**src/rtl/trap_synth_pkg.sv**
```systemverilog
package trap_synth_pkg;

    typedef enum logic [2:0] {
        ST_IDLE = 3'd0,
        ST_RISE = 3'd1,
        ST_HIGH = 3'd2,
        ST_FALL = 3'd3,
        ST_LOW  = 3'd4
    } trap_state_e;

endpackage

```
**src/rtl/trap_edge_gap.sv**
```systemverilog
// Given the half-period (1/2^FRAC_W sample units) and the variant of the
// edge in progress, returns the plateau length before the next edge and
// the variant the next edge needs.
module trap_edge_gap #(
    parameter int PER_W  = 32,
    parameter int FRAC_W = 10,
    parameter int STEPS  = 16,
    localparam int SUM_W  = PER_W + 1,
    localparam int PLAT_W = SUM_W - FRAC_W
) (
    input  logic [PER_W-1:0]  half_i,
    input  logic [FRAC_W-1:0] var_i,
    output logic [PLAT_W-1:0] plat_o,
    output logic [FRAC_W-1:0] var_next_o
);
    localparam logic [SUM_W-1:0] FRAC_MAX = SUM_W'((1 << FRAC_W) - 1);

    logic [SUM_W-1:0]  sum;
    logic [PLAT_W-1:0] gap;

    always_comb begin
        // ceil((half - var) / 2^FRAC_W) sits in the upper bits of sum
        sum        = {1'b0, half_i} - SUM_W'(var_i) + FRAC_MAX;
        gap        = sum[SUM_W-1:FRAC_W];
        plat_o     = gap - PLAT_W'(STEPS);
        var_next_o = ~sum[FRAC_W-1:0];
    end

endmodule

```
**src/rtl/trap_stair_level.sv**
```systemverilog
// Staircase level of step step_i for variant var_i, in both directions.
module trap_stair_level #(
    parameter int CODE_W  = 14,
    parameter int STEP_W  = 4,
    parameter int FRAC_W  = 10,
    parameter int LO_CODE = 512,
    parameter int HI_CODE = 15871,
    localparam int IDX_W  = STEP_W + FRAC_W,
    localparam int PROD_W = IDX_W + CODE_W + 1
) (
    input  logic [STEP_W-1:0] step_i,
    input  logic [FRAC_W-1:0] var_i,
    output logic [CODE_W-1:0] rise_code_o,
    output logic [CODE_W-1:0] fall_code_o
);
    localparam int SPAN = HI_CODE - LO_CODE;
    localparam logic [PROD_W-1:0] SPAN_P = PROD_W'(SPAN);
    localparam logic [PROD_W-1:0] HALF_P = PROD_W'(1) << (IDX_W - 1);
    localparam logic [CODE_W-1:0] SPAN_C = CODE_W'(SPAN);
    localparam logic [CODE_W-1:0] LO_C   = CODE_W'(LO_CODE);
    localparam logic [CODE_W-1:0] HI_C   = CODE_W'(HI_CODE);

    logic [PROD_W-1:0] prod;
    logic [PROD_W-1:0] scaled;
    logic [CODE_W-1:0] offs;

    always_comb begin
        prod   = PROD_W'({step_i, var_i}) * SPAN_P + HALF_P;
        scaled = prod >> IDX_W;
        offs   = (scaled > PROD_W'(SPAN)) ? SPAN_C : scaled[CODE_W-1:0];
        rise_code_o = LO_C + offs;
        fall_code_o = HI_C - offs;
    end

endmodule

```
**src/rtl/trap_edge_synth.sv**
```systemverilog
module trap_edge_synth
    import trap_synth_pkg::*;
#(
    parameter int CODE_W  = 14,
    parameter int PER_W   = 32,
    parameter int FRAC_W  = 10,
    parameter int STEP_W  = 4,
    parameter int LO_CODE = 512,
    parameter int HI_CODE = 15871
) (
    input  logic              clk_i,
    input  logic              rst_i,
    input  logic              enable_i,
    input  logic [PER_W-1:0]  period_i,
    output logic [CODE_W-1:0] dac_code_o
);
    localparam int STEPS  = 1 << STEP_W;
    localparam int PLAT_W = PER_W + 1 - FRAC_W;
    localparam logic [PER_W-1:0]  MIN_PER = PER_W'((2 * STEPS) << FRAC_W);
    localparam logic [STEP_W-1:0] LAST    = STEP_W'(STEPS - 1);

    trap_state_e       st_q, st_d;
    logic [STEP_W-1:0] step_q, step_d;
    logic [PLAT_W-1:0] plat_q, plat_d;
    logic [FRAC_W-1:0] var_q, var_d;
    logic [PER_W-1:0]  per_q, per_d;

    logic [PER_W-1:0]  per_clamped;
    logic [PER_W-1:0]  half_sel;
    logic [PLAT_W-1:0] plat_len;
    logic [FRAC_W-1:0] var_nx;
    logic [CODE_W-1:0] rise_code;
    logic [CODE_W-1:0] fall_code;
    logic              enter_rise;

    assign per_clamped = (period_i < MIN_PER) ? MIN_PER : period_i;
    // first half after a rising edge, remainder after a falling edge
    assign half_sel = (st_q == ST_RISE) ? (per_q >> 1) : (per_q - (per_q >> 1));

    trap_edge_gap #(
        .PER_W (PER_W),
        .FRAC_W(FRAC_W),
        .STEPS (STEPS)
    ) u_gap (
        .half_i    (half_sel),
        .var_i     (var_q),
        .plat_o    (plat_len),
        .var_next_o(var_nx)
    );

    trap_stair_level #(
        .CODE_W (CODE_W),
        .STEP_W (STEP_W),
        .FRAC_W (FRAC_W),
        .LO_CODE(LO_CODE),
        .HI_CODE(HI_CODE)
    ) u_level (
        .step_i     (step_q),
        .var_i      (var_q),
        .rise_code_o(rise_code),
        .fall_code_o(fall_code)
    );

    // next-state logic
    always_comb begin
        st_d       = st_q;
        step_d     = step_q;
        plat_d     = plat_q;
        var_d      = var_q;
        per_d      = per_q;
        enter_rise = 1'b0;
        if (!enable_i) begin
            st_d   = ST_IDLE;
            step_d = '0;
            plat_d = '0;
            var_d  = '0;
        end else begin
            unique case (st_q)
                ST_IDLE: enter_rise = 1'b1;
                ST_RISE, ST_FALL: begin
                    if (step_q == LAST) begin
                        var_d = var_nx;
                        if (plat_len == '0) begin
                            if (st_q == ST_RISE) begin
                                st_d   = ST_FALL;
                                step_d = '0;
                            end else begin
                                enter_rise = 1'b1;
                            end
                        end else begin
                            st_d   = (st_q == ST_RISE) ? ST_HIGH : ST_LOW;
                            plat_d = plat_len - PLAT_W'(1);
                        end
                    end else begin
                        step_d = step_q + STEP_W'(1);
                    end
                end
                ST_HIGH, ST_LOW: begin
                    if (plat_q == '0) begin
                        if (st_q == ST_HIGH) begin
                            st_d   = ST_FALL;
                            step_d = '0;
                        end else begin
                            enter_rise = 1'b1;
                        end
                    end else begin
                        plat_d = plat_q - PLAT_W'(1);
                    end
                end
                default: st_d = ST_IDLE;
            endcase
            if (enter_rise) begin
                st_d   = ST_RISE;
                step_d = '0;
                per_d  = per_clamped;
            end
        end
    end

    // state register
    always_ff @(posedge clk_i or posedge rst_i) begin
        if (rst_i) begin
            st_q   <= ST_IDLE;
            step_q <= '0;
            plat_q <= '0;
            var_q  <= '0;
            per_q  <= MIN_PER;
        end else begin
            st_q   <= st_d;
            step_q <= step_d;
            plat_q <= plat_d;
            var_q  <= var_d;
            per_q  <= per_d;
        end
    end

    // outputs
    always_comb begin
        unique case (st_q)
            ST_RISE: dac_code_o = rise_code;
            ST_FALL: dac_code_o = fall_code;
            ST_HIGH: dac_code_o = CODE_W'(HI_CODE);
            default: dac_code_o = CODE_W'(LO_CODE);
        endcase
    end

endmodule

```
**config.mk**
```make
export PLATFORM = sky130hd
export DESIGN_NAME = trap_edge_synth
export DESIGN_NICKNAME = d
export VERILOG_FILES = /design/src/rtl/trap_synth_pkg.sv /design/src/rtl/trap_edge_gap.sv /design/src/rtl/trap_stair_level.sv /design/src/rtl/trap_edge_synth.sv
export SDC_FILE = /design/constraint.sdc
export NUM_CORES = 1
export LEC_CHECK = 0
export ABC_CLOCK_PERIOD_IN_PS = 10000
export BUFFER_PORTS_ARGS = -buffer_cell sky130_fd_sc_hd__buf_4
export CAP_MARGIN = 5
export CORE_ASPECT_RATIO = 1.5
export CORE_UTILIZATION = 45
export DETAILED_ROUTE_END_ITERATION = 7
export HOLD_SLACK_MARGIN = 0.05
export PLACE_DENSITY = 0.64
export SLEW_MARGIN = 30
export SYNTH_ARGS = -nofsm -noshare
export SYNTH_HDL_FRONTEND = slang
export SYNTH_SLANG_ARGS = --single-unit
```
**constraint.sdc**
```tcl
create_clock -name clk_i -period 10 [get_ports clk_i]
set_input_delay 1.5 -clock clk_i [delete_from_list [all_inputs] [get_ports clk_i]]
set_output_delay 1.5 -clock clk_i [all_outputs]
set_load 0.02 [all_outputs]
```
==> flow_results.xml, run 1 <==
<?xml version="1.0" encoding="UTF-8"?>
<metrics>
  <group name="power_and_ir_drop">
    <metric name="power_density" unit="nW/µm²">267</metric>
    <metric name="peakVddDrop" unit="mV">0.149</metric>
    <metric name="total_leakage_power" unit="nW">7.31</metric>
  </group>
  <group name="synth">
    <metric name="synth_enable_flop_cells" unit="">0</metric>
    <metric name="multiplexer_share_of_the_synthesized_area" unit="%">4.05</metric>
    <metric name="synth_simple_gate_area_share" unit="%">16.7</metric>
    <metric name="synth_nets" unit="">1915</metric>
    <metric name="post_synth_main_area_contributors" unit="">ha_1, fa_1, dfrtp_1</metric>
    <metric name="synth_compound_area_share" unit="%">20.1</metric>
    <metric name="main_combinational_cell_family_by_area_after_synthesis" unit="">adder cells</metric>
    <metric name="synth-seq-cells" unit="">72</metric>
    <metric name="post_synth_most_frequent_cells" unit="">inv_1, ha_1, nor2_1</metric>
    <metric name="yosys_warnings" unit="">0</metric>
    <metric name="synthArstFlopShare" unit="%">100</metric>
    <metric name="synth.distinct_cells" unit="">81</metric>
    <metric name="postSynth.topFlopCell" unit="">dfrtp_1</metric>
    <metric name="synth-seq-area-share" unit="%">13.5</metric>
    <metric name="syn-cell-area" unit="µm²">13400</metric>
    <metric name="synthesized_netlist_cell_count" unit="">1598</metric>
    <metric name="yosys.area.top_type_share" unit="%">16.6</metric>
    <metric name="yosys.cell_count.top_type" unit="">inv_1</metric>
    <metric name="synth.largest_area_cell" unit="">ha_1</metric>
    <metric name="synth_fa_ha_area_share" unit="%">32.4</metric>
    <metric name="post_synth_xor_area_fraction" unit="%">6.10</metric>
    <metric name="synth.avg_cell_area" unit="µm²">8.36</metric>
  </group>
  <group name="timing">
    <metric name="tightestPinTransition" unit="ns">0.975</metric>
    <metric name="post_route_clock_skew" unit="ns">0.00766</metric>
    <metric name="worst_slack" unit="ns">0.339</metric>
    <metric name="whs" unit="ns">0.524</metric>
    <metric name="finalSetupViolations" unit="">0</metric>
    <metric name="fin_setup_tns" unit="ns">0</metric>
    <metric name="finalHoldViolations" unit="">0</metric>
    <metric name="setup_repair_after_global_routing_missed_its_margin" unit="">no</metric>
    <metric name="drv_slew" unit="">0</metric>
    <metric name="max_freq" unit="MHz">104</metric>
    <metric name="period_minus_slack" unit="ns">9.66</metric>
    <metric name="final_min_period_over_clock_period" unit="%">96.6</metric>
    <metric name="slew_headroom" unit="%">35.0</metric>
  </group>
  <group name="grt">
    <metric name="antenna_found_initial" unit="">0</metric>
    <metric name="grt_pass1_vias" unit="">11700</metric>
    <metric name="grt_pass1_wl" unit="mm">56.6</metric>
    <metric name="global_route.usage.total" unit="%">23.8</metric>
    <metric name="grt_remaining_overflow" unit="">0</metric>
    <metric name="largest_net_degree_at_the_start_of_global_routing" unit="">73</metric>
  </group>
  <group name="critical_path">
    <metric name="critPathSlowestCell" unit="">fa_2</metric>
    <metric name="cp_common_cell" unit="">fa_1</metric>
    <metric name="critical_path_class" unit="">flip-flop to output pin</metric>
    <metric name="family_with_the_most_delay_on_the_worst_path" unit="">adder cells</metric>
    <metric name="worstPathBufferInverterCount" unit="">3</metric>
    <metric name="worst_ep_arrival_time" unit="ns">8.16</metric>
    <metric name="worstPathRequired" unit="ns">8.50</metric>
    <metric name="cp_max_fanout" unit="">7</metric>
    <metric name="max_stage_delay" unit="ns">0.65</metric>
    <metric name="worstReg2RegStart" unit="">per_q[1]</metric>
    <metric name="start_kind" unit="">flip-flop</metric>
    <metric name="critical_path.endpoint_type" unit="">output pin</metric>
    <metric name="crit_start" unit="">var_q[7]</metric>
  </group>
  <group name="route">
    <metric name="route.final.wire_length" unit="mm">34.1</metric>
    <metric name="avgRoutedWirePerCell" unit="µm">17.0</metric>
    <metric name="viasPerCell" unit="">5.69</metric>
    <metric name="vias" unit="">11400</metric>
    <metric name="route.detailed.drc" unit="">0</metric>
    <metric name="drt_pass1_iterations" unit="">5</metric>
    <metric name="ant_nets" unit="">0</metric>
    <metric name="drt_iter0_drcs" unit="">479</metric>
  </group>
  <group name="floorplan">
    <metric name="io_pins" unit="">49</metric>
    <metric name="die_w" unit="µm">143</metric>
    <metric name="initial_core_util" unit="%">46.1</metric>
    <metric name="dieArea" unit="µm²">30400</metric>
    <metric name="placementRows" unit="">76</metric>
    <metric name="die_height" unit="µm">213</metric>
    <metric name="core" unit="µm²">29000</metric>
  </group>
  <group name="layout">
    <metric name="synthToLayoutAreaGrowth" unit="%">7.67</metric>
    <metric name="combined_area_of_the_multi_input_logic_cells" unit="µm²">10600</metric>
    <metric name="layout.area.seq" unit="µm²">1810</metric>
    <metric name="nNetsFinal" unit="">1929</metric>
    <metric name="share_of_post_route_cells_with_drive_strength_above_1" unit="%">8.24</metric>
    <metric name="fill_cells" unit="">2840</metric>
    <metric name="final_antenna_diode_count" unit="">0</metric>
  </group>
  <group name="clock_network">
    <metric name="htreeDepth" unit="">3</metric>
    <metric name="tritoncts_num_sinks" unit="">72</metric>
    <metric name="clock_insertion_delay_at_the_later_pin_of_the_skew_report" unit="ns">0.36</metric>
    <metric name="cts_tree" unit="">done</metric>
    <metric name="hold_buffers" unit="">0</metric>
    <metric name="cts-buffers-inserted" unit="">9</metric>
    <metric name="clockBufferDepth" unit="">2</metric>
    <metric name="ctsRootBufferMaster" unit="">clkbuf_16</metric>
    <metric name="clk_pin_slew_worst_setup_hold_paths" unit="ns">0.06</metric>
    <metric name="postCtsSetupRepairBufs" unit="">0</metric>
  </group>
  <group name="worst_hold_path">
    <metric name="worst_min_delay_path_category" unit="">flip-flop to flip-flop</metric>
    <metric name="timing.hold.worst.start" unit="">per_q[15]</metric>
  </group>
  <group name="run_status">
    <metric name="run_status" unit="">completed</metric>
  </group>
  <group name="placement">
    <metric name="placement.io_buffers" unit="">48</metric>
    <metric name="pre_cts_ws" unit="ns">0.123</metric>
    <metric name="gp_congestion" unit="">0.924</metric>
    <metric name="half_perimeter_wire_length_after_placement" unit="mm">28.3</metric>
  </group>
  <group name="run">
    <metric name="timing.max_cap.violations" unit="">0</metric>
  </group>
</metrics>
-- flip-flops by register name, indices dropped and copies added, names as in the netlist --
register / cells
per_q: 32
plat_q: 23
st_q: 3
step_q: 4
var_q: 10
-- repair_timing --
action                                  CTS  global route
resized for setup                         3             6
endpoints found under the setup margin    1             2
pin swaps                                 0             1
-- per-stage QoR --
stage | util, % | area (µm²) | cells | power (mW)
after global placement | 48.6 | 14100 | 1991 | 3.45
after floorplan | - | 13400 | 1598 | 2.81
final | 49.6 | 14400 | 2005 | 3.84
after CTS | 49.5 | 14400 | 2005 | 3.82
after global routing | 49.6 | 14400 | 2005 | 4.21
after detailed placement | 48.6 | 14100 | 1991 | 3.49
-- power by group --
group	internal (mW)	switching, mW
combinational	1.22	1.98
clock	0.171	0.136
sequential	0.314	0.0224
total	1.70	2.14
-- worst min-delay path, stage by stage, from the launching register on --
cell     delay (ns)
dfstp_2        0.38
inv_1          0.07
mux2i_1        0.07
-- path summary, 6_finish.rpt --
kind	cells past startpoint	slack [ns]	end
setup / recovery	25	0.34	dac_code_o[13]
hold / removal	2	0.52	per_q[15]
setup reg to reg	31	1.32	per_q[16]
hold reg to reg	2	0.52	per_q[15]
max in group asynchronous	3	8.18	var_q[8]
min in group asynchronous	3	1.31	per_q[3]
-- layout by cell type, fill, tap and decap left out, types with 35 or more instances in the layout --
cell type	instances
inv_1	190
ha_1	177
nor2_1	131
nand2_1	111
fa_1	103
a21oi_1	102
o21ai_0	86
dfrtp_1	69
buf_4	61
xnor2_1	51
xor2_1	42
nor3_1	35
-- routing by layer --
| metal | routed length (µm) | vias up | global-route usage, % |
|---|---|---|---|
| met1 | 13000 | 5470 | 24.5 |
| met2 | 18600 | 200 | 46.6 |
| met3 | 719 | 84 | 2.27 |
| met4 | 1810 | 0 | 13.3 |
| met5 | 0 | - | 0 |
| li1 | - | 5658 | - |
-- final cells by class --
class,count,area share (%)
clock inverters,3,0.139
well taps,390,3.39
repair buffers,62,3.26
multi-input cells,1276,74.0
flip-flops and latches,72,12.6
clock buffers,11,1.69
inverters,191,4.98
-- logic make-up (layout without fill, tap and decap cells) --
group / count (synthesis) / in the layout
AOI/OAI and AO/OA: 403 / 403
xor gates and xnor gates: 93 / 93
adders and majority gates: 283 / 283
buffers and inverters: 250 / 267
DFF: 72 / 72
muxes: 46 / 46
and+or+nand+nor: 451 / 451
Power figures use the tool's default switching activity.
==> run 2, diff against run 1 <==
--- a/config.mk
+++ b/config.mk
@@ -6,7 +6,7 @@
 export NUM_CORES = 1
 export LEC_CHECK = 0
 export ABC_CLOCK_PERIOD_IN_PS = 10000
-export BUFFER_PORTS_ARGS = -buffer_cell sky130_fd_sc_hd__buf_4
+export BUFFER_PORTS_ARGS = -buffer_cell sky130_fd_sc_hd__buf_2
 export CAP_MARGIN = 5
 export CORE_ASPECT_RATIO = 1.5
 export CORE_UTILIZATION = 45
@@ -16,4 +16,5 @@
 export SLEW_MARGIN = 30
 export SYNTH_ARGS = -nofsm -noshare
 export SYNTH_HDL_FRONTEND = slang
+export SYNTH_HIERARCHICAL = 1
 export SYNTH_SLANG_ARGS = --single-unit
==> run 2 against run 1 <==
Against the previous run: global-route usage increased by 0.70 points; die area increased by 6.2%; maximum frequency increased by 0.89%; setup slack improved by 0.086 ns; clock skew about the same; cell count increased by 9.8%; routed wire length increased by 12%; critical path type unchanged; critical endpoint unchanged; largest cell class unchanged.
==> flow_results.xml, run 2 <==
<?xml version="1.0" encoding="UTF-8"?>
<metrics>
  <group name="critical_path">
    <metric name="worstPathBufferInverterCount" unit="">8</metric>
    <metric name="max_stage_delay" unit="ns">0.59</metric>
    <metric name="start_kind" unit="">flip-flop</metric>
    <metric name="family_with_the_most_delay_on_the_worst_path" unit="">adder cells</metric>
    <metric name="worst_ep_arrival_time" unit="ns">8.08</metric>
    <metric name="cp_common_cell" unit="">inv_1</metric>
    <metric name="critical_path_class" unit="">flip-flop to output pin</metric>
    <metric name="critical_path.endpoint_type" unit="">output pin</metric>
    <metric name="critPathSlowestCell" unit="">fa_1</metric>
    <metric name="cp_max_fanout" unit="">7</metric>
    <metric name="worstPathRequired" unit="ns">8.50</metric>
  </group>
  <group name="floorplan">
    <metric name="initial_core_util" unit="%">45.8</metric>
    <metric name="io_pins" unit="">49</metric>
    <metric name="die_height" unit="µm">220</metric>
    <metric name="placementRows" unit="">79</metric>
    <metric name="core" unit="µm²">31000</metric>
    <metric name="dieArea" unit="µm²">32300</metric>
    <metric name="die_w" unit="µm">147</metric>
  </group>
  <group name="layout">
    <metric name="nNetsFinal" unit="">2106</metric>
    <metric name="final_antenna_diode_count" unit="">0</metric>
    <metric name="combined_area_of_the_multi_input_logic_cells" unit="µm²">11200</metric>
    <metric name="fill_cells" unit="">3130</metric>
    <metric name="layout.cells.most_common" unit="">inv_1</metric>
    <metric name="layout.area.seq" unit="µm²">1800</metric>
    <metric name="regMostFlops" unit="">per_q</metric>
    <metric name="most_frequent_cells_in_the_layout" unit="">inv_1, ha_1, nand2_1, nor2_1, a21oi_1</metric>
    <metric name="share_of_post_route_cells_with_drive_strength_above_1" unit="%">8.35</metric>
    <metric name="reg.largest.list" unit="">per_q (32), plat_q (23), var_q (10)</metric>
    <metric name="largest_register_ffs" unit="">32</metric>
    <metric name="synthToLayoutAreaGrowth" unit="%">6.09</metric>
    <metric name="final_core_utilization" unit="%">48.5</metric>
  </group>
  <group name="route">
    <metric name="route.final.wire_length" unit="mm">38.2</metric>
    <metric name="drt_pass1_iterations" unit="">5</metric>
    <metric name="vias" unit="">12700</metric>
    <metric name="avgRoutedWirePerCell" unit="µm">17.4</metric>
    <metric name="route.detailed.drc" unit="">0</metric>
    <metric name="drt_iter0_drcs" unit="">476</metric>
    <metric name="viasPerCell" unit="">5.75</metric>
    <metric name="ant_nets" unit="">0</metric>
  </group>
  <group name="grt">
    <metric name="largest_net_degree_at_the_start_of_global_routing" unit="">73</metric>
    <metric name="antenna_found_initial" unit="">0</metric>
    <metric name="grt_pass1_wl" unit="mm">63.5</metric>
    <metric name="global_route.usage.total" unit="%">24.6</metric>
    <metric name="grt_pass1_vias" unit="">13100</metric>
    <metric name="grt_remaining_overflow" unit="">0</metric>
  </group>
  <group name="timing">
    <metric name="slew_headroom" unit="%">35.5</metric>
    <metric name="whs" unit="ns">0.530</metric>
    <metric name="post_route_clock_skew" unit="ns">0.00775</metric>
    <metric name="finalSetupViolations" unit="">0</metric>
    <metric name="tightestPinTransition" unit="ns">0.967</metric>
    <metric name="period_minus_slack" unit="ns">9.58</metric>
    <metric name="drv_slew" unit="">0</metric>
    <metric name="max_freq" unit="MHz">104</metric>
    <metric name="setup_repair_after_global_routing_missed_its_margin" unit="">no</metric>
    <metric name="final_min_period_over_clock_period" unit="%">95.8</metric>
    <metric name="finalHoldViolations" unit="">0</metric>
    <metric name="fin_setup_tns" unit="ns">0</metric>
    <metric name="worst_slack" unit="ns">0.425</metric>
  </group>
  <group name="synth">
    <metric name="postSynth.topFlopCell" unit="">dfrtp_1</metric>
    <metric name="synth-seq-cells" unit="">72</metric>
    <metric name="synth.avg_cell_area" unit="µm²">7.96</metric>
    <metric name="synth_nets" unit="">2099</metric>
    <metric name="synth_enable_flop_cells" unit="">0</metric>
    <metric name="yosys.area.top_type_share" unit="%">15.9</metric>
    <metric name="synth-seq-area-share" unit="%">12.7</metric>
    <metric name="post_synth_main_area_contributors" unit="">ha_1, fa_1, dfrtp_1</metric>
    <metric name="syn-cell-area" unit="µm²">14200</metric>
    <metric name="yosys.cell_count.top_type" unit="">inv_1</metric>
    <metric name="synth.largest_area_cell" unit="">ha_1</metric>
    <metric name="synth.distinct_cells" unit="">111</metric>
    <metric name="post_synth_most_frequent_cells" unit="">inv_1, ha_1, nand2_1</metric>
    <metric name="yosys_warnings" unit="">6</metric>
    <metric name="synthesized_netlist_cell_count" unit="">1784</metric>
    <metric name="synthArstFlopShare" unit="%">100</metric>
  </group>
  <group name="run">
    <metric name="timing.max_cap.violations" unit="">0</metric>
  </group>
  <group name="clock_network">
    <metric name="cts_tree" unit="">done</metric>
    <metric name="ctsRootBufferMaster" unit="">clkbuf_16</metric>
    <metric name="clockBufferDepth" unit="">2</metric>
    <metric name="cts-buffers-inserted" unit="">9</metric>
    <metric name="clock_insertion_delay_at_the_later_pin_of_the_skew_report" unit="ns">0.36</metric>
    <metric name="htreeDepth" unit="">3</metric>
    <metric name="clk_pin_slew_worst_setup_hold_paths" unit="ns">0.06</metric>
    <metric name="hold_buffers" unit="">0</metric>
    <metric name="tritoncts_num_sinks" unit="">72</metric>
  </group>
  <group name="power_and_ir_drop">
    <metric name="total_leakage_power" unit="nW">7.54</metric>
    <metric name="power.net_switching" unit="mW">2.97</metric>
    <metric name="switching_share" unit="%">55.6</metric>
    <metric name="peakVddDrop" unit="mV">0.470</metric>
    <metric name="power_density" unit="nW/µm²">354</metric>
    <metric name="combPwrFrac" unit="%">84.8</metric>
    <metric name="power_frac_clock" unit="%">6.7</metric>
    <metric name="internal_power" unit="mW">2.37</metric>
    <metric name="power.share.sequential" unit="%">8.4</metric>
  </group>
  <group name="placement">
    <metric name="gp_congestion" unit="">0.916</metric>
    <metric name="pre_cts_ws" unit="ns">0.518</metric>
    <metric name="half_perimeter_wire_length_after_placement" unit="mm">31.1</metric>
    <metric name="placement.io_buffers" unit="">48</metric>
  </group>
  <group name="worst_hold_path">
    <metric name="worst_min_delay_path_category" unit="">flip-flop to flip-flop</metric>
  </group>
  <group name="run_status">
    <metric name="run_status" unit="">completed</metric>
  </group>
</metrics>
run 2: cell count changes in the layout (fill, tap and decap cells not counted), moves of 12 or more:
| cell | before | now |
|---|---|---|
| inv_1 | 190 | 247 |
| buf_4 | 61 | 9 |
| buf_2 | 0 | 48 |
| nand2_1 | 111 | 155 |
| nand3_1 | 31 | 56 |
| a211oi_1 | 34 | 12 |
| a21oi_1 | 102 | 123 |
| o21ai_0 | 86 | 103 |
| xnor2_1 | 51 | 35 |
| a22o_1 | 1 | 15 |
| mux2_4 | 15 | 1 |
| a21boi_0 | 2 | 15 |
| and2_1 | 7 | 19 |
run 2: logic make-up (layout without fill, tap and decap cells):
logic type	after synthesis	in the layout	share of synthesized area [%]
muxes	38	38	2.74
buffers and inverters	311	323	8.84
DFF	72	72	12.7
adders and majority gates	280	280	30.0
and+or+nand+nor	548	548	19.6
AOI/OAI and AO/OA	455	455	21.2
xor gates and xnor gates	80	80	4.93
run 2: per-layer routing:
metal	global-route usage, %	up-vias	wire length, µm	share of wire, %
met5	0	-	0	0
met4	13.7	0	2040	5.3
met3	2.01	98	720	1.9
met2	48.9	204	21100	55
met1	24.8	6132	14300	37
li1	-	6216	-	-
run 2: layout make-up:
cell class              instances  area share, %
multi-input cells            1401           74.2
well taps                     405           3.36
clock buffers                  11           1.54
inverters                     248           6.18
repair buffers                 59           2.25
flip-flops and latches         72           12.0
clock inverters                 5          0.540
run 2: what timing repair did:
item	4_1_cts	5_1_grt
setup buffers	0	1
gates resized for setup	0	2
endpoints found under the setup margin	0	1
run 2: through the flow:
step / instances / total power, mW / cell area (µm²)
2_1_floorplan: 1784 / 4.05 / 14200
3_3_place_gp: 2184 / 4.88 / 14700
3_5_place_dp: 2184 / 4.96 / 14700
4_1_cts: 2200 / 5.35 / 15000
5_1_grt: 2201 / 5.92 / 15100
6_report: 2201 / 5.34 / 15100
run 2: path summary, 6_finish.rpt:
kind	start	to	slack, ns	cells after the start
setup / recovery	var_q[5]	dac_code_o[13]	0.42	28
min in group asynchronous	rst_i	plat_q[22]	1.33	3
setup reg to reg	per_q[1]	plat_q[22]	1.23	32
hold reg to reg	plat_q[0]	plat_q[0]	0.53	2
max in group asynchronous	rst_i	per_q[7]	8.18	3
hold / removal	plat_q[0]	plat_q[0]	0.53	2
run 2: power by group through the flow:
stage | Combinational, mW | Clock, mW | Sequential (mW)
floorplan | 3.62 | 0 | 0.425
global placement | 4.43 | 0 | 0.450
detailed placement | 4.51 | 0 | 0.453
CTS | 4.53 | 0.370 | 0.448
global route | 5.08 | 0.378 | 0.460
finish | 4.53 | 0.360 | 0.449
run 2: worst reg2reg max path: cells and delay by family, from the launching register on:
family	cells	cell delay (ns)
xor+xnor	2	0.56
simple gates	12	3.10
flops	1	0.41
compound gates	10	2.84
buf+inv	3	0.43
fa+ha+maj	4	1.20
mux	1	0.13
==> run 3, diff against run 2 <==
--- a/config.mk
+++ b/config.mk
@@ -5,7 +5,7 @@
 export SDC_FILE = /design/constraint.sdc
 export NUM_CORES = 1
 export LEC_CHECK = 0
-export ABC_CLOCK_PERIOD_IN_PS = 10000
+export ABC_CLOCK_PERIOD_IN_PS = 9900
 export BUFFER_PORTS_ARGS = -buffer_cell sky130_fd_sc_hd__buf_2
 export CAP_MARGIN = 5
 export CORE_ASPECT_RATIO = 1.5
@@ -13,6 +13,7 @@
 export DETAILED_ROUTE_END_ITERATION = 7
 export HOLD_SLACK_MARGIN = 0.05
 export PLACE_DENSITY = 0.64
+export REMOVE_ABC_BUFFERS = 1
 export SLEW_MARGIN = 30
 export SYNTH_ARGS = -nofsm -noshare
 export SYNTH_HDL_FRONTEND = slang
==> constraint.sdc (replaced) <==
create_clock -name clk_i -period 9.9 [get_ports clk_i]
set_input_delay 1.485 -clock clk_i [delete_from_list [all_inputs] [get_ports clk_i]]
set_output_delay 1.485 -clock clk_i [all_outputs]
set_load 0.02 [all_outputs]
==> run 3 against run 2 <==
Against the previous run: non-clock buffer count increased by 7; clock skew is 0.0012 ns lower; count of clock-buffer cells in the layout rose by 1; sequential power up 1%; routed wire length increased by 0.26%; sequential share of layout area barely moved; critical endpoint unchanged.
==> flow_results.xml, run 3 (synthesis results as in run 2) <==
<?xml version="1.0" encoding="UTF-8"?>
<metrics>
  <group name="route">
    <metric name="ant_nets" unit="">0</metric>
    <metric name="drt_pass1_iterations" unit="">5</metric>
    <metric name="route.detailed.drc" unit="">0</metric>
    <metric name="vias" unit="">12600</metric>
    <metric name="viasPerCell" unit="">5.70</metric>
    <metric name="drt_iter0_drcs" unit="">596</metric>
    <metric name="avgRoutedWirePerCell" unit="µm">17.3</metric>
    <metric name="route.final.wire_length" unit="mm">38.3</metric>
  </group>
  <group name="floorplan">
    <metric name="die_height" unit="µm">220</metric>
    <metric name="die_w" unit="µm">147</metric>
    <metric name="core" unit="µm²">31000</metric>
    <metric name="dieArea" unit="µm²">32300</metric>
    <metric name="placementRows" unit="">79</metric>
    <metric name="initial_core_util" unit="%">45.8</metric>
    <metric name="io_pins" unit="">49</metric>
  </group>
  <group name="clock_network">
    <metric name="clock_insertion_delay_at_the_later_pin_of_the_skew_report" unit="ns">0.37</metric>
    <metric name="clockBufferDepth" unit="">2</metric>
    <metric name="tritoncts_num_sinks" unit="">72</metric>
    <metric name="cts-buffers-inserted" unit="">9</metric>
    <metric name="cts_tree" unit="">done</metric>
    <metric name="htreeDepth" unit="">3</metric>
    <metric name="clk_pin_slew_worst_setup_hold_paths" unit="ns">0.06</metric>
    <metric name="ctsRootBufferMaster" unit="">clkbuf_16</metric>
  </group>
  <group name="power_and_ir_drop">
    <metric name="total_leakage_power" unit="nW">7.57</metric>
    <metric name="power_density" unit="nW/µm²">361</metric>
    <metric name="peakVddDrop" unit="mV">0.287</metric>
  </group>
  <group name="grt">
    <metric name="grt_remaining_overflow" unit="">0</metric>
    <metric name="global_route.usage.total" unit="%">24.4</metric>
    <metric name="largest_net_degree_at_the_start_of_global_routing" unit="">73</metric>
    <metric name="grt_pass1_vias" unit="">13000</metric>
    <metric name="antenna_found_initial" unit="">1</metric>
    <metric name="grt_pass1_wl" unit="mm">63.1</metric>
  </group>
  <group name="layout">
    <metric name="most_frequent_cells_in_the_layout" unit="">inv_1, ha_1, nand2_1, nor2_1, a21oi_1</metric>
    <metric name="layout.cells.most_common" unit="">inv_1</metric>
    <metric name="synthToLayoutAreaGrowth" unit="%">6.55</metric>
    <metric name="regMostFlops" unit="">per_q</metric>
    <metric name="combined_area_of_the_multi_input_logic_cells" unit="µm²">11200</metric>
    <metric name="nNetsFinal" unit="">2113</metric>
    <metric name="layout.area.seq" unit="µm²">1810</metric>
    <metric name="reg.largest.list" unit="">per_q (32), plat_q (23), var_q (10)</metric>
    <metric name="final_design_area_no_fill" unit="µm²">15100</metric>
    <metric name="share_of_post_route_cells_with_drive_strength_above_1" unit="%">9.15</metric>
    <metric name="fill_cells" unit="">3142</metric>
    <metric name="largest_register_ffs" unit="">32</metric>
  </group>
  <group name="timing">
    <metric name="tightestPinTransition" unit="ns">0.944</metric>
    <metric name="finalHoldViolations" unit="">0</metric>
    <metric name="worst_slack" unit="ns">0.394</metric>
    <metric name="post_route_clock_skew" unit="ns">0.00652</metric>
    <metric name="setup_repair_after_global_routing_missed_its_margin" unit="">no</metric>
    <metric name="finalSetupViolations" unit="">0</metric>
    <metric name="final_min_period_over_clock_period" unit="%">96.0</metric>
    <metric name="max_freq" unit="MHz">105</metric>
    <metric name="drv_slew" unit="">0</metric>
    <metric name="fin_setup_tns" unit="ns">0</metric>
    <metric name="slew_headroom" unit="%">37.1</metric>
    <metric name="period_minus_slack" unit="ns">9.51</metric>
  </group>
  <group name="run_status">
    <metric name="run_status" unit="">completed</metric>
  </group>
  <group name="placement">
    <metric name="placement.io_buffers" unit="">48</metric>
    <metric name="gp_congestion" unit="">0.924</metric>
    <metric name="dpl-instance-area" unit="µm²">14700</metric>
    <metric name="pre_cts_ws" unit="ns">0.322</metric>
    <metric name="half_perimeter_wire_length_after_placement" unit="mm">31.3</metric>
  </group>
  <group name="run">
    <metric name="timing.max_cap.violations" unit="">0</metric>
  </group>
  <group name="critical_path">
    <metric name="cp_max_fanout" unit="">9</metric>
    <metric name="start_kind" unit="">flip-flop</metric>
    <metric name="critPathSlowestCell" unit="">fa_1</metric>
    <metric name="critical_path_class" unit="">flip-flop to output pin</metric>
    <metric name="worstPathRequired" unit="ns">8.42</metric>
    <metric name="cp_common_cell" unit="">fa_1</metric>
    <metric name="max_stage_delay" unit="ns">0.60</metric>
    <metric name="critical_path.endpoint_type" unit="">output pin</metric>
    <metric name="worst_ep_arrival_time" unit="ns">8.02</metric>
  </group>
  <group name="worst_hold_path">
    <metric name="worst_min_delay_path_category" unit="">flip-flop to flip-flop</metric>
  </group>
</metrics>
run 3: what timing repair did:
| item | CTS | global route |
|---|---|---|
| pin swaps | 0 | 2 |
| hold buffers | 0 | 0 |
| setup endpoints to repair | 1 | 1 |
| buffers inserted | 0 | 6 |
| gates resized for setup | 1 | 10 |
| gates cloned | 0 | 1 |
run 3: worst paths after layout:
check | from | end | slack [ns] | depth (start not counted)
setup reg to reg | per_q[0] | per_q[3] | 1.44 | 34
setup / recovery | step_q[1] | dac_code_o[13] | 0.39 | 27
max in group asynchronous | rst_i | var_q[9] | 8.06 | 3
hold / removal | plat_q[0] | plat_q[0] | 0.51 | 2
min in group asynchronous | rst_i | plat_q[5] | 1.30 | 3
hold reg to reg | plat_q[0] | plat_q[0] | 0.51 | 2
run 3: cell type report:
cell class | count | share of cell area, %
Antenna cell | 1 | 0.0165
Clock buffer | 12 | 1.63
Clock inverter | 4 | 0.513
Inverter | 248 | 6.16
Multi-Input combinational cell | 1401 | 73.9
Sequential cell | 72 | 12.0
Tap cell | 405 | 3.35
Timing Repair Buffer | 66 | 2.51
run 3: routing by layer:
metal | share of wire (%) | GRT usage (%) | up-vias
met5 | 0 | 0 | -
met3 | 2.1 | 2.28 | 83
li1 | - | - | 6229
met2 | 55 | 48.9 | 213
met4 | 4.8 | 12.3 | 0
met1 | 38 | 24.7 | 6070
run 3: critical path: cells and delay by family, from the launching register on:
| kind | cells | cell delay (ns) |
|---|---|---|
| buf+inv | 6 | 0.64 |
| fa+ha+maj | 8 | 3.66 |
| flops | 1 | 0.59 |
| simple gates | 4 | 1.29 |
| compound gates | 8 | 1.29 |
| mux | 1 | 0.18 |
run 3: through the flow:
stage          instances  power [mW]  hold WS, ns  util (%)
5_1_grt             2208        6.03        0.552      48.7
2_1_floorplan       1721        4.04        0.472         -
3_3_place_gp        2185        4.96        0.488      47.4
3_5_place_dp        2185        5.05        0.498      47.5
6_report            2209        5.46        0.513      48.8
4_1_cts             2201        5.45        0.512      48.5
run 3: power breakdown:
part / internal [mW] / switching, mW
Combinational: 1.81 / 2.82
Clock: 0.229 / 0.144
Sequential: 0.369 / 0.0862
Total: 2.41 / 3.05
